--- src/rtl/dt_pkg.sv ---
package dt_pkg;
  typedef enum logic {
    CH_IDLE = 1'b0,
    CH_BUSY = 1'b1
  } ch_state_e;

  typedef enum logic {
    MODE_TOT = 1'b0,
    MODE_TTP = 1'b1
  } tmode_e;
endpackage

--- src/rtl/dt_coarse_cnt.sv ---
module dt_coarse_cnt #(
  parameter int CW = 6
) (
  input  logic          clk,
  input  logic          rst,
  output logic [CW-1:0] cnt_o
);
  always_ff @(posedge clk) begin
    if (rst) cnt_o <= '0;
    else     cnt_o <= cnt_o + 1'b1;
  end
endmodule

--- src/rtl/dt_mode_ctl.sv ---
module dt_mode_ctl
  import dt_pkg::*;
(
  input  logic clk,
  input  logic rst,
  input  logic mode_req,
  input  logic all_idle,
  output logic mode_o
);
  tmode_e mode_q;

  always_ff @(posedge clk) begin
    if (rst)           mode_q <= MODE_TOT;
    else if (all_idle) mode_q <= tmode_e'(mode_req);
  end

  assign mode_o = mode_q;
endmodule

--- src/rtl/dt_chan.sv ---
module dt_chan
  import dt_pkg::*;
#(
  parameter int CW = 6
) (
  input  logic          clk,
  input  logic          rst,
  input  logic          mode,
  input  logic          thr,
  input  logic          pk,
  input  logic [CW-1:0] cnt,
  output logic          busy_o,
  output logic          err_o,
  output logic [CW-1:0] stamp_o,
  output logic          vld_o
);
  ch_state_e     state;
  logic          thr_q;
  logic          close_now;
  logic          close_err;

  always_comb begin
    close_now = 1'b0;
    close_err = 1'b0;
    if (state == CH_BUSY) begin
      if (tmode_e'(mode) == MODE_TTP) begin
        if (pk) begin
          close_now = 1'b1;
        end else if (!thr) begin
          close_now = 1'b1;
          close_err = 1'b1;
        end
      end else if (!thr) begin
        close_now = 1'b1;
      end
    end
  end

  always_ff @(posedge clk) begin
    if (rst) begin
      state   <= CH_IDLE;
      thr_q   <= 1'b0;
      err_o   <= 1'b0;
      stamp_o <= '0;
      vld_o   <= 1'b0;
    end else begin
      thr_q <= thr;
      vld_o <= close_now;
      if (state == CH_IDLE) begin
        if (thr && !thr_q) begin
          state <= CH_BUSY;
          err_o <= 1'b0;
        end
      end else if (close_now) begin
        state   <= CH_IDLE;
        err_o   <= close_err;
        stamp_o <= cnt;
      end
    end
  end

  assign busy_o = (state == CH_BUSY);
endmodule

--- src/rtl/direct_timing_gen.sv ---
module direct_timing_gen #(
  parameter int NCH = 4,
  parameter int CW  = 6
) (
  input  logic              clk,
  input  logic              rst,
  input  logic              mode_req,
  input  logic [NCH-1:0]    thr_i,
  input  logic [NCH-1:0]    pk_i,
  output logic [NCH-1:0]    tmark_o,
  output logic [NCH-1:0]    err_o,
  output logic [NCH*CW-1:0] stamp_o,
  output logic [NCH-1:0]    stamp_vld_o,
  output logic              mode_o
);
  logic [CW-1:0] coarse_cnt;
  logic          all_idle;

  dt_coarse_cnt #(.CW(CW)) u_cnt (
    .clk   (clk),
    .rst   (rst),
    .cnt_o (coarse_cnt)
  );

  assign all_idle = ~|tmark_o;

  dt_mode_ctl u_mode (
    .clk      (clk),
    .rst      (rst),
    .mode_req (mode_req),
    .all_idle (all_idle),
    .mode_o   (mode_o)
  );

  for (genvar i = 0; i < NCH; i++) begin : g_ch
    dt_chan #(.CW(CW)) u_ch (
      .clk     (clk),
      .rst     (rst),
      .mode    (mode_o),
      .thr     (thr_i[i]),
      .pk      (pk_i[i]),
      .cnt     (coarse_cnt),
      .busy_o  (tmark_o[i]),
      .err_o   (err_o[i]),
      .stamp_o (stamp_o[i*CW +: CW]),
      .vld_o   (stamp_vld_o[i])
    );
  end
endmodule

--- config.mk ---
export PLATFORM = sky130hd
export DESIGN_NAME = direct_timing_gen
export DESIGN_NICKNAME = d
export VERILOG_FILES = /design/src/rtl/dt_pkg.sv /design/src/rtl/dt_coarse_cnt.sv /design/src/rtl/dt_mode_ctl.sv /design/src/rtl/dt_chan.sv /design/src/rtl/direct_timing_gen.sv
export SDC_FILE = /design/constraint.sdc
export NUM_CORES = 1
export LEC_CHECK = 0
export ABC_AREA = 1
export ABC_CLOCK_PERIOD_IN_PS = 2100
export BUFFER_PORTS_ARGS = -buffer_cell sky130_fd_sc_hd__buf_2
export CELL_PAD_IN_SITES_DETAIL_PLACEMENT = 1
export CELL_PAD_IN_SITES_GLOBAL_PLACEMENT = 1
export CORE_ASPECT_RATIO = 0.8
export CORE_MARGIN = 8
export CORE_UTILIZATION = 40
export CTS_CLUSTER_SIZE = 20
export DETAILED_ROUTE_END_ITERATION = 6
export PLACE_DENSITY_LB_ADDON = 0.25
export SLEW_MARGIN = 10
export SYNTH_ARGS = -nofsm -noshare
export SYNTH_HDL_FRONTEND = slang
export SYNTH_SLANG_ARGS = --single-unit
--- constraint.sdc ---
create_clock -name clk -period 2.1 [get_ports clk]
set_input_delay 0.63 -clock clk [delete_from_list [all_inputs] [get_ports clk]]
set_output_delay 0.63 -clock clk [all_outputs]
set_load 0.005 [all_outputs]
; Word level (Yosys, flattened, before mapping)
; Index checks and enable logic that the tools add are counted.
; Widths: inputs -> output; s select.
[word_totals]
ff_bits = 47
input_bits = 11
output_inout_bits = 37
elab_cells = 96
[op_classes]
add_sub_neg = 1
eq_ne = 4
muxes = 48
n_reduce_logical = 21
[op_table]
columns = operator, n
row1 = $mux 1, 48
row2 = $reduce_and 2->1, 8
row3 = $ne 2x2->1 const B, 4
row4 = $reduce_bool 2->1, 4
row5 = $add 6x1->6 const B, 1
row6 = $logic_and 1x1->1, 4
row7 = $logic_not 1->1, 4
row8 = $reduce_or 4->1, 1

; Depth between registers and ports, before layout
; Gate-level depths: netlist (run 1).
[depth]
depth_word = 6
depth_mapped = 7
mapped_depth_nobuf = 7

; Modules after synthesis
; Synthesis (run 1) repeated with hierarchy kept, for this count alone.
[hier_totals]
hier_cells = 237
area_unflattened_um2 = 2000.7
[by_module_without_submodules]
columns = mod, instances, cells_each, area_per_inst_um2, seq_area_each_um2
row1 = dt_chan, 4, 48, 421.7, 200.2
row2 = dt_coarse_cnt, 1, 31, 242.7, 120.1
row3 = dt_mode_ctl, 1, 7, 45.0, 20.0
row4 = direct_timing_gen, 1, 7, 26.3, 0.0

; Least setup slack after synthesis (run 1)
; No wires, ideal clock.
[synth_path]
kind = in2reg
start = input thr_i[0]
end = register g_ch[0].u_ch.err_o
setup_time_ns = 0.114
arrival_ns = 1.036
required_ns = 1.986
setup_slack_ns = 0.950
cell_stages = 5
n_path_buf = 0
cell_sequence = inv_1 -> o21ai_0 -> nand2_1 -> nand2_1 -> nor2_1
[synth_between]
elab_chain_len = 6
elab_cells_between_ends = 12
cone_classes = eq/ne (1) / mux (8) / reduce/logical (3)
[synth_rtl]
columns = element, line_no
row1 = "start, declared", direct_timing_gen.sv:8  ; input logic [NCH-1:0] thr_i,
row2 = $mux 1, "dt_chan.sv:29, dt_chan.sv:33"
row3 = $mux 1, dt_chan.sv:27  ; if (pk) begin
row4 = $mux 1, dt_chan.sv:26  ; if (tmode_e'(mode) == MODE_TTP) begin
row5 = $mux 1, dt_chan.sv:25  ; if (state == CH_BUSY) begin
row6 = $ne 2x2->1 (no source line), n/a
row7 = $reduce_and 2->1 (no source line), n/a
row8 = "end signal, assigned", dt_chan.sv:56  ; err_o <= close_err;
row9 = "end, declared", dt_chan.sv:13  ; output logic err_o,
; Parallel ways exist; a longest one is shown, timed or not. The select of a mux whose other input is x is not followed.
; A chain may end at the register's enable or synchronous reset.

; Final worst setup path (run 1)
[layout_path]
start = register u_mode.mode_q (netlist: u_mode.mode_o)
end = output mode_o
[layout_rtl]
columns = element, line_no
row1 = "start, declared", dt_mode_ctl.sv:10  ; tmode_e mode_q;
row2 = "start signal, assigned", dt_mode_ctl.sv:14  ; else if (all_idle) mode_q <= tmode_e'(mode_req);
row3 = "end, declared", direct_timing_gen.sv:14  ; output logic mode_o
; No word-level cell between the ends.

==> results.ini, run 1 <==
[critical_path]
path_cells = buf_2
cp.buffers_inverters = 1
slowest_delay_ps = 490
slowest_stage = dfxtp_1
crit_path_end_kind = primary output
path_delay_family = flip-flops
crit_path_start_kind = flop
critPathArrivalTime_ps = 960
required_ps = 1470
critical_path.max_fanout = 8
path_class = reg2out

[synthesis]
syn_nets = 245
ys_types = 24
ys_seq_elements = 47
syn_area_sq_um = 1902
synth_top_area_share_pct = 49.47
synth_area_leaders = dfxtp_1 (49%), nand2_1 (15%), nand3_1 (7.9%)
yosys_warnings = 0
ys_seq_area_share_pct = 49.47
syn_area_per_cell_sq_um = 8.162
synth_cells = 233
yosysTopAreaCell = dfxtp_1

[flow_run]
cap_viol_max_count = 0

[timing]
finalCritPeriodShare_pct = 75.86
fin_crit_ps = 1593
report.final.slew_viol_count = 0
slew_headroom_pct = 77.01
fin_ws_ps = 507.0
rsz0062_at_grt = no
worst_pin_slew_ps = 341.2
fmax_mhz = 627.8
tns_ps = 0
setup_viol = 0
clock_skew_ps = 3.192
hold_viol = 0

[global_routing]
antenna_found_initial = 0
grt_pass1_wl_mm = 7.672
grtUsageTotal_pct = 13.01
grt_pass1_vias = 1609
overflow = 0
grt_start_max_net_pins = 36

[finish]
final_cell_count_no_fill = 331
nNetsFinal = 283
diodes = 0
fin_area_sq_um = 2166
fillCellCount = 597
areaGrowthSynthToFinish_pct = 13.88
drive_above_1_share_pct = 26.20

[place]
dpl.cell_count = 324
gp_congestion = 0.7686
port_buffers = 47
hpwl_mm = 3.339
dp_slack_ps = 680.5
postPlaceCellArea_sq_um = 2078

[floorplan]
ios = 48
dieArea_sq_um = 7231
die_w_microns = 93.09
start_util_pct = 41.62
die_h_microns = 77.68
coreArea_sq_um = 4569
row_count = 22

[power_and_ir_drop]
fin_total_pwr_mw = 1.680
vdd_drop_max_mv = 0.4051
cellPowerDensity_nw_per_um2 = 775.8
power_leakage_nw = 1.166

[clock_network]
cts_root_buf = clkbuf_8
holdBufCountCts = 0
cts-resized-gates = 0
numClockSinks = 47
path_clk_slew_ps = 80
clk_latency_ps = 290
tritoncts = built
cts_buffer_depth = 2
cts_setup_buffers = 0
cts_made_buffers = 5
htreeDepth = 2

[route]
route.antenna.remaining_nets = 0
drt-total-wl_mm = 4.498
wire_per_inst_microns = 13.59
vias = 1537
drt-initial-drc-count = 35
drcViolationCount = 0
first_pass_iters = 4
via_per_inst = 4.644

[hold_path]
hp-class = reg2reg

[outcome]
outcome = complete, no violations

-- area by class of cell --
type                            count  area, sq um  share of cell area, %
Sequential cell                    47        940.9                  43.44
Clock buffer                        6        82.58                  3.813
Inverter                           16        60.06                  2.773
Clock inverter                      1        5.005                 0.2311
Timing Repair Buffer               49        262.8                  12.13
Multi-Input combinational cell    152        739.5                  34.14
Tap cell                           60        75.07                  3.466
-- path summary, 6_finish.rpt --
kind,from,to,slack [ps],depth (start not counted)
worst max-delay path,u_mode.mode_o$_SDFFE_PP0N_,mode_o,510,1
worst min-delay path,g_ch[0].u_ch.stamp_o[5]$_SDFFE_PP0P_,g_ch[0].u_ch.stamp_o[5]$_SDFFE_PP0P_,470,2
worst min register to register,g_ch[0].u_ch.stamp_o[5]$_SDFFE_PP0P_,g_ch[0].u_ch.stamp_o[5]$_SDFFE_PP0P_,470,2
worst max register to register,u_mode.mode_o$_SDFFE_PP0N_,g_ch[0].u_ch.stamp_o[0]$_SDFFE_PP0P_,910,6
-- cell usage after synthesis, drive strengths merged --
master / instances
clkbuf: 2
nor2: 23
a21oi: 3
buf: 14
nor3: 2
nand2: 83
dfxtp: 47
nand3: 30
clkdlybuf4s15: 2
ha: 1
and3: 4
o21ai: 3
xnor2: 1
nand4: 1
inv: 16
xor2: 1
-- where the power goes --
part / switching (mW) / total (mW) / internal [mW]
combinational: 0.111 / 0.182 / 0.0706
sequential: 0.0336 / 0.958 / 0.924
clock: 0.282 / 0.540 / 0.258
total: 0.427 / 1.68 / 1.25
-- sequential cells by signal, indices dropped and copies added, names as in the netlist --
register,cells
g_ch.u_ch.stamp_o,24
u_cnt.cnt_o,6
g_ch.u_ch.busy_o,4
g_ch.u_ch.err_o,4
g_ch.u_ch.thr_q,4
g_ch.u_ch.vld_o,4
u_mode.mode_o,1
-- routing by layer --
metal  wire length (microns)  up-vias  track usage, %
li1                        -      794               -
met1                    2214      707           15.95
met2                    1975       31           20.33
met3                     259        5           4.808
met4                      48        0           4.815
met5                       0        -               0
-- kinds of logic after synthesis --
logic type / share of synthesized area (%)
buf+inv: 11.64
compound gates: 1.578
flops: 49.47
simple gates: 35.72
xor+xnor: 0.9212
fa+ha+maj: 0.6578
-- layout by cell type (no fill, tap or decap), types with 2 or more instances in the layout --
cell / n
a21oi_1: 3
dfxtp_1: 47
nor2_8: 2
nor2_4: 2
and3_2: 2
nand2_2: 4
nand3_1: 30
nand2_4: 4
nor2_1: 19
clkbuf_8: 6
buf_2: 47
o21ai_0: 3
nand2_1: 75
and3_1: 2
inv_1: 15
nor3_1: 2
-- stage by stage --
stage	util [%]	hold slack (ps)
floorplan	-	438.0
global placement	45.48	445.1
detailed placement	45.48	460.7
CTS	47.40	475.3
global route	47.40	499.2
finish	47.40	469.6
Power figures use the tool's default switching activity.
==> run 2, diff against run 1 <==
--- a/config.mk
+++ b/config.mk
@@ -6,13 +6,13 @@
 export NUM_CORES = 1
 export LEC_CHECK = 0
 export ABC_AREA = 1
-export ABC_CLOCK_PERIOD_IN_PS = 2100
+export ABC_CLOCK_PERIOD_IN_PS = 1600
 export BUFFER_PORTS_ARGS = -buffer_cell sky130_fd_sc_hd__buf_2
 export CELL_PAD_IN_SITES_DETAIL_PLACEMENT = 1
 export CELL_PAD_IN_SITES_GLOBAL_PLACEMENT = 1
 export CORE_ASPECT_RATIO = 0.8
 export CORE_MARGIN = 8
-export CORE_UTILIZATION = 40
+export CORE_UTILIZATION = 38
 export CTS_CLUSTER_SIZE = 20
 export DETAILED_ROUTE_END_ITERATION = 6
 export PLACE_DENSITY_LB_ADDON = 0.25
==> constraint.sdc (replaced) <==
create_clock -name clk -period 1.6 [get_ports clk]
set_input_delay 0.48 -clock clk [delete_from_list [all_inputs] [get_ports clk]]
set_output_delay 0.48 -clock clk [all_outputs]
set_load 0.005 [all_outputs]
==> run 2 against run 1 <==
Effect of this change:
- wire length is 4.1% higher
- via count grew 2.3%
- final area grew 0.46%
- register-to-register slack worse by 500 ps
- clock power up 35%
==> results.ini, run 2 (synthesis gave the netlist of run 1 again) <==
[outcome]
outcome = complete, no violations

[floorplan]
die_h_microns = 79.28
start_util_pct = 38.65
row_count = 23
die_w_microns = 95.10
ios = 48
dieArea_sq_um = 7539
coreArea_sq_um = 4921

[critical_path]
required_ps = 1120
slowest_delay_ps = 480
reg2reg_setup_slack_ps = 410
reg2reg_depth = 6
path_delay_family = flip-flops
critPathArrivalTime_ps = 960
cp.buffers_inverters = 1
r2r-start = u_mode.mode_o$_SDFFE_PP0N_
slowest_stage = dfxtp_1
cp.depth = 1
critical_path.max_fanout = 8
crit_path_start_kind = flop
path_cells = buf_2
crit_path_end_kind = primary output
path_class = reg2out
r2r-end = g_ch[3].u_ch.stamp_o[4]$_SDFFE_PP0P_

[finish]
nNetsFinal = 284
final_cell_mix = nand2_1 (75), dfxtp_1 (47), buf_2 (47), nand3_1 (30), nor2_1 (19)
reg.largest.list = g_ch.u_ch.stamp_o x24, u_cnt.cnt_o x6
fin_util_pct = 44.22
areaGrowthSynthToFinish_pct = 14.41
largest_register_ff_count = 24
largest-register = g_ch.u_ch.stamp_o
diodes = 0
drive_above_1_share_pct = 26.47
fillCellCount = 624
multi_input_area_sq_um = 739.5
final_cell_count_no_fill = 334
register_area_sq_um = 940.9
final_common_cell = nand2_1

[flow_run]
cap_viol_max_count = 0

[route]
wire_per_inst_microns = 14.02
via_per_inst = 4.710
drt-total-wl_mm = 4.682
drt-met1-wl_mm = 2.143
vias = 1573
route.antenna.remaining_nets = 0
drcViolationCount = 0
met2_length_mm = 2.138
wl_met3_microns = 327
top_layer = met4
first_pass_iters = 4
drt-initial-drc-count = 42

[clock_network]
cts-resized-gates = 0
holdBufCountCts = 0
cts_root_buf = clkbuf_8
tritoncts = built
cts_made_buffers = 5
cts_setup_buffers = 0
cts_buffer_depth = 2
numClockSinks = 47
htreeDepth = 2
path_clk_slew_ps = 80
clk_latency_ps = 300

[timing]
slew_headroom_pct = 76.16
holdWs_ps = 406.7
tns_ps = 0
worst_pin_slew_ps = 353.8
finalCritPeriodShare_pct = 89.69
fmax_mhz = 696.8
report.final.slew_viol_count = 0
fin_crit_ps = 1435
setup_viol = 0
hold_viol = 0
rsz0062_at_grt = no
clock_skew_ps = 5.177

[hold_path]
hold_depth = 3
holdPathEnd = u_mode.mode_o$_SDFFE_PP0N_
hold_path_startpoint = mode_req
hp-class = in2reg

[global_routing]
grt_pass1_vias = 1640
grt_pass1_wl_mm = 7.948
grt_start_max_net_pins = 28
grtUsageTotal_pct = 13.40
antenna_found_initial = 0
overflow = 0

[power_and_ir_drop]
cellPowerDensity_nw_per_um2 = 1024
power_leakage_nw = 1.171
vdd_drop_max_mv = 0.4096

[place]
dpl.cell_count = 327
hpwl_mm = 3.556
port_buffers = 47
gp_congestion = 0.7073

run 2: changes by cell type in the layout (fill, tap and decap cells not counted), sizes merged:
cell | before | now
buf | 49 | 50
run 2: area by class of cell:
cell class / instances / area share [%]
Clock buffer: 6 / 3.795
Clock inverter: 1 / 0.2300
Inverter: 16 / 2.760
Sequential cell: 47 / 43.24
Multi-Input combinational cell: 152 / 33.98
Tap cell: 62 / 3.565
Timing Repair Buffer: 50 / 12.42
run 2: through the flow:
step	worst slack [ps]	cell area, sq um	power (mW)
2_1_floorplan	587.1	1902	1.464
3_3_place_gp	381.5	2088	1.526
3_5_place_dp	342.6	2088	1.536
4_1_cts	144.2	2176	2.264
5_1_grt	101.5	2176	2.344
6_report	164.9	2176	2.229
run 2: metal layers:
layer | GRT usage (%) | up-vias
met3 | 4.331 | 7
li1 | - | 791
met2 | 21.14 | 39
met4 | 5.132 | 0
met1 | 16.53 | 736
met5 | 0 | -
run 2: worst max path at each step:
stage	from	end	slack, ps
2_1_floorplan	u_cnt.cnt_o[2]$_SDFF_PP0_	u_cnt.cnt_o[5]$_SDFF_PP0_	590
6_report	u_mode.mode_o$_SDFFE_PP0N_	mode_o	160
3_5_place_dp	thr_i[0]	g_ch[0].u_ch.err_o$_SDFFE_PP0P_	340
4_1_cts	u_mode.mode_o$_SDFFE_PP0N_	mode_o	140
5_1_grt	u_mode.mode_o$_SDFFE_PP0N_	mode_o	100
3_3_place_gp	thr_i[3]	g_ch[3].u_ch.err_o$_SDFFE_PP0P_	380
run 2: worst register-to-register path: stages, from the launching register on:
cell,delay (ps)
dfxtp_1,480
nand2_1,150
nand2_2,120
nand2_4,110
nor2_8,150
nand2_1,70
nand2_1,60
run 2: where the power goes:
group	internal, mW	leakage (nW)	switching (mW)
clock network	0.340	0.0470	0.388
registers	1.21	0.383	0.0433
logic	0.0947	0.741	0.150
==> run 3, diff against run 2 <==
--- a/config.mk
+++ b/config.mk
@@ -15,7 +15,7 @@
 export CORE_UTILIZATION = 38
 export CTS_CLUSTER_SIZE = 20
 export DETAILED_ROUTE_END_ITERATION = 6
-export PLACE_DENSITY_LB_ADDON = 0.25
+export PLACE_DENSITY = 0.77
 export SLEW_MARGIN = 10
 export SYNTH_ARGS = -nofsm -noshare
 export SYNTH_HDL_FRONTEND = slang
==> run 3 against run 2 <==
Effect of this change:
- sequential power hardly changed
- final cell count stayed put
- register-to-register slack hardly changed
- clock-buffer cell count stayed put
- combinational power is 2% lower
- worst setup slack better by 20 ps
- sequential cell count stayed put
- clock power is 5.1% lower
- clock skew is 1.2 ps higher
- final area is 0.46% lower
- utilization is 0.20 points lower
==> results.ini, run 3 (synthesis gave the netlist of run 1 again) <==
[finish]
fin_area_sq_um = 2166
final_cell_mix = nand2_1 (75), dfxtp_1 (47), buf_2 (47), nand3_1 (30), nor2_1 (19)
final_common_cell = nand2_1
nNetsFinal = 283
reg.largest.list = g_ch.u_ch.stamp_o x24, u_cnt.cnt_o x6
areaGrowthSynthToFinish_pct = 13.88
largest_register_ff_count = 24
drive_above_1_share_pct = 26.10
largest-register = g_ch.u_ch.stamp_o
fillCellCount = 639
diodes = 0

[clock_network]
numClockSinks = 47
tritoncts = built
htreeDepth = 2
cts_root_buf = clkbuf_8
path_clk_slew_ps = 80
cts_made_buffers = 5
cts_buffer_depth = 2
clk_latency_ps = 300
holdBufCountCts = 0
cts-resized-gates = 0
cts_setup_buffers = 0

[timing]
tns_ps = 0
slew_headroom_pct = 79.43
report.final.slew_viol_count = 0
fin_ws_ps = 184.5
finalCritPeriodShare_pct = 88.47
worst_pin_slew_ps = 305.3
clock_skew_ps = 6.425
fin_crit_ps = 1416
hold_viol = 0
fmax_mhz = 706.5
rsz0062_at_grt = no
setup_viol = 0

[global_routing]
grt_start_max_net_pins = 36
grt_pass1_vias = 1524
grt_pass1_wl_mm = 7.583
grtUsageTotal_pct = 12.66
overflow = 0
antenna_found_initial = 0

[critical_path]
crit_path_end_kind = primary output
r2r-end = u_cnt.cnt_o[4]$_SDFF_PP0_
reg2reg_depth = 4
slowest_stage = dfxtp_1
reg2reg_setup_slack_ps = 400
critPathArrivalTime_ps = 940
slowest_delay_ps = 470
cp.buffers_inverters = 1
r2r-start = u_cnt.cnt_o[0]$_SDFF_PP0_
crit_path_start_kind = flop
required_ps = 1120
path_delay_family = flip-flops
path_cells = buf_2
path_class = reg2out
critical_path.max_fanout = 8

[place]
postPlaceCellArea_sq_um = 2081
dp_slack_ps = 368.0
port_buffers = 47
gp_congestion = 0.7225
hpwl_mm = 3.284

[power_and_ir_drop]
cellPowerDensity_nw_per_um2 = 1010
vdd_drop_max_mv = 0.3877
fin_total_pwr_mw = 2.186
power_leakage_nw = 1.160

[hold_path]
holdPathEnd = u_mode.mode_o$_SDFFE_PP0N_
hold_depth = 3
hold_path_startpoint = mode_req
hp-class = in2reg

[route]
vias = 1543
route.antenna.remaining_nets = 0
drcViolationCount = 0
first_pass_iters = 4
drt-initial-drc-count = 55
via_per_inst = 4.620
drt-total-wl_mm = 4.516
wire_per_inst_microns = 13.52

[floorplan]
row_count = 23
ios = 48
start_util_pct = 38.65
die_w_microns = 95.10
coreArea_sq_um = 4921
die_h_microns = 79.28
dieArea_sq_um = 7539

[flow_run]
cap_viol_max_count = 0

[outcome]
outcome = complete, no violations

[run 3: cell count changes in the layout (fill, tap and decap cells not counted), sizes merged]
cell / before / now
buf: 50 / 49
clkinvlp: 0 / 1
[run 3: worst min-delay path, stage by stage]
cell	delay [ps]
buf_2	70
nor2_1	30
nor2_1	90
[run 3: area by class of cell]
| type | count | area (sq um) | area share (%) |
|---|---|---|---|
| clock inverter | 2 | 12.51 | 0.5777 |
| clock buffer | 6 | 72.57 | 3.351 |
| multi-input combinational | 152 | 739.5 | 34.14 |
| sequential | 47 | 940.9 | 43.44 |
| tap | 62 | 77.57 | 3.582 |
| inverter | 16 | 60.06 | 2.773 |
| timing repair buffer | 49 | 262.8 | 12.13 |
[run 3: worst max-delay path by stage]
stage,start,to,depth (start not counted)
2_1_floorplan,u_cnt.cnt_o[2]$_SDFF_PP0_,u_cnt.cnt_o[5]$_SDFF_PP0_,6
3_3_place_gp,rst,g_ch[1].u_ch.stamp_o[4]$_SDFFE_PP0P_,5
3_5_place_dp,thr_i[3],g_ch[3].u_ch.err_o$_SDFFE_PP0P_,6
4_1_cts,u_mode.mode_o$_SDFFE_PP0N_,mode_o,1
5_1_grt,u_mode.mode_o$_SDFFE_PP0N_,mode_o,1
6_report,u_mode.mode_o$_SDFFE_PP0N_,mode_o,1
[run 3: through the flow]
step           instances  hold WS [ps]  util [%]
2_1_floorplan        233         438.0         -
3_3_place_gp         326         454.2     42.28
3_5_place_dp         326         458.2     42.28
4_1_cts              334         415.1     44.01
5_1_grt              334         426.4     44.01
6_report             334         419.9     44.01
[run 3: power breakdown]
part           switching [mW]  internal [mW]
clock                   0.385          0.306
combinational           0.146         0.0925
sequential             0.0442           1.21
total                   0.575           1.61
[run 3: metal layers]
metal | up-vias | track usage [%] | routed length [microns]
met3 | 8 | 4.426 | 311
met4 | 0 | 4.199 | 49
met1 | 714 | 15.47 | 2152
met2 | 35 | 20.25 | 2003
met5 | - | 0 | 0
li1 | 786 | - | -
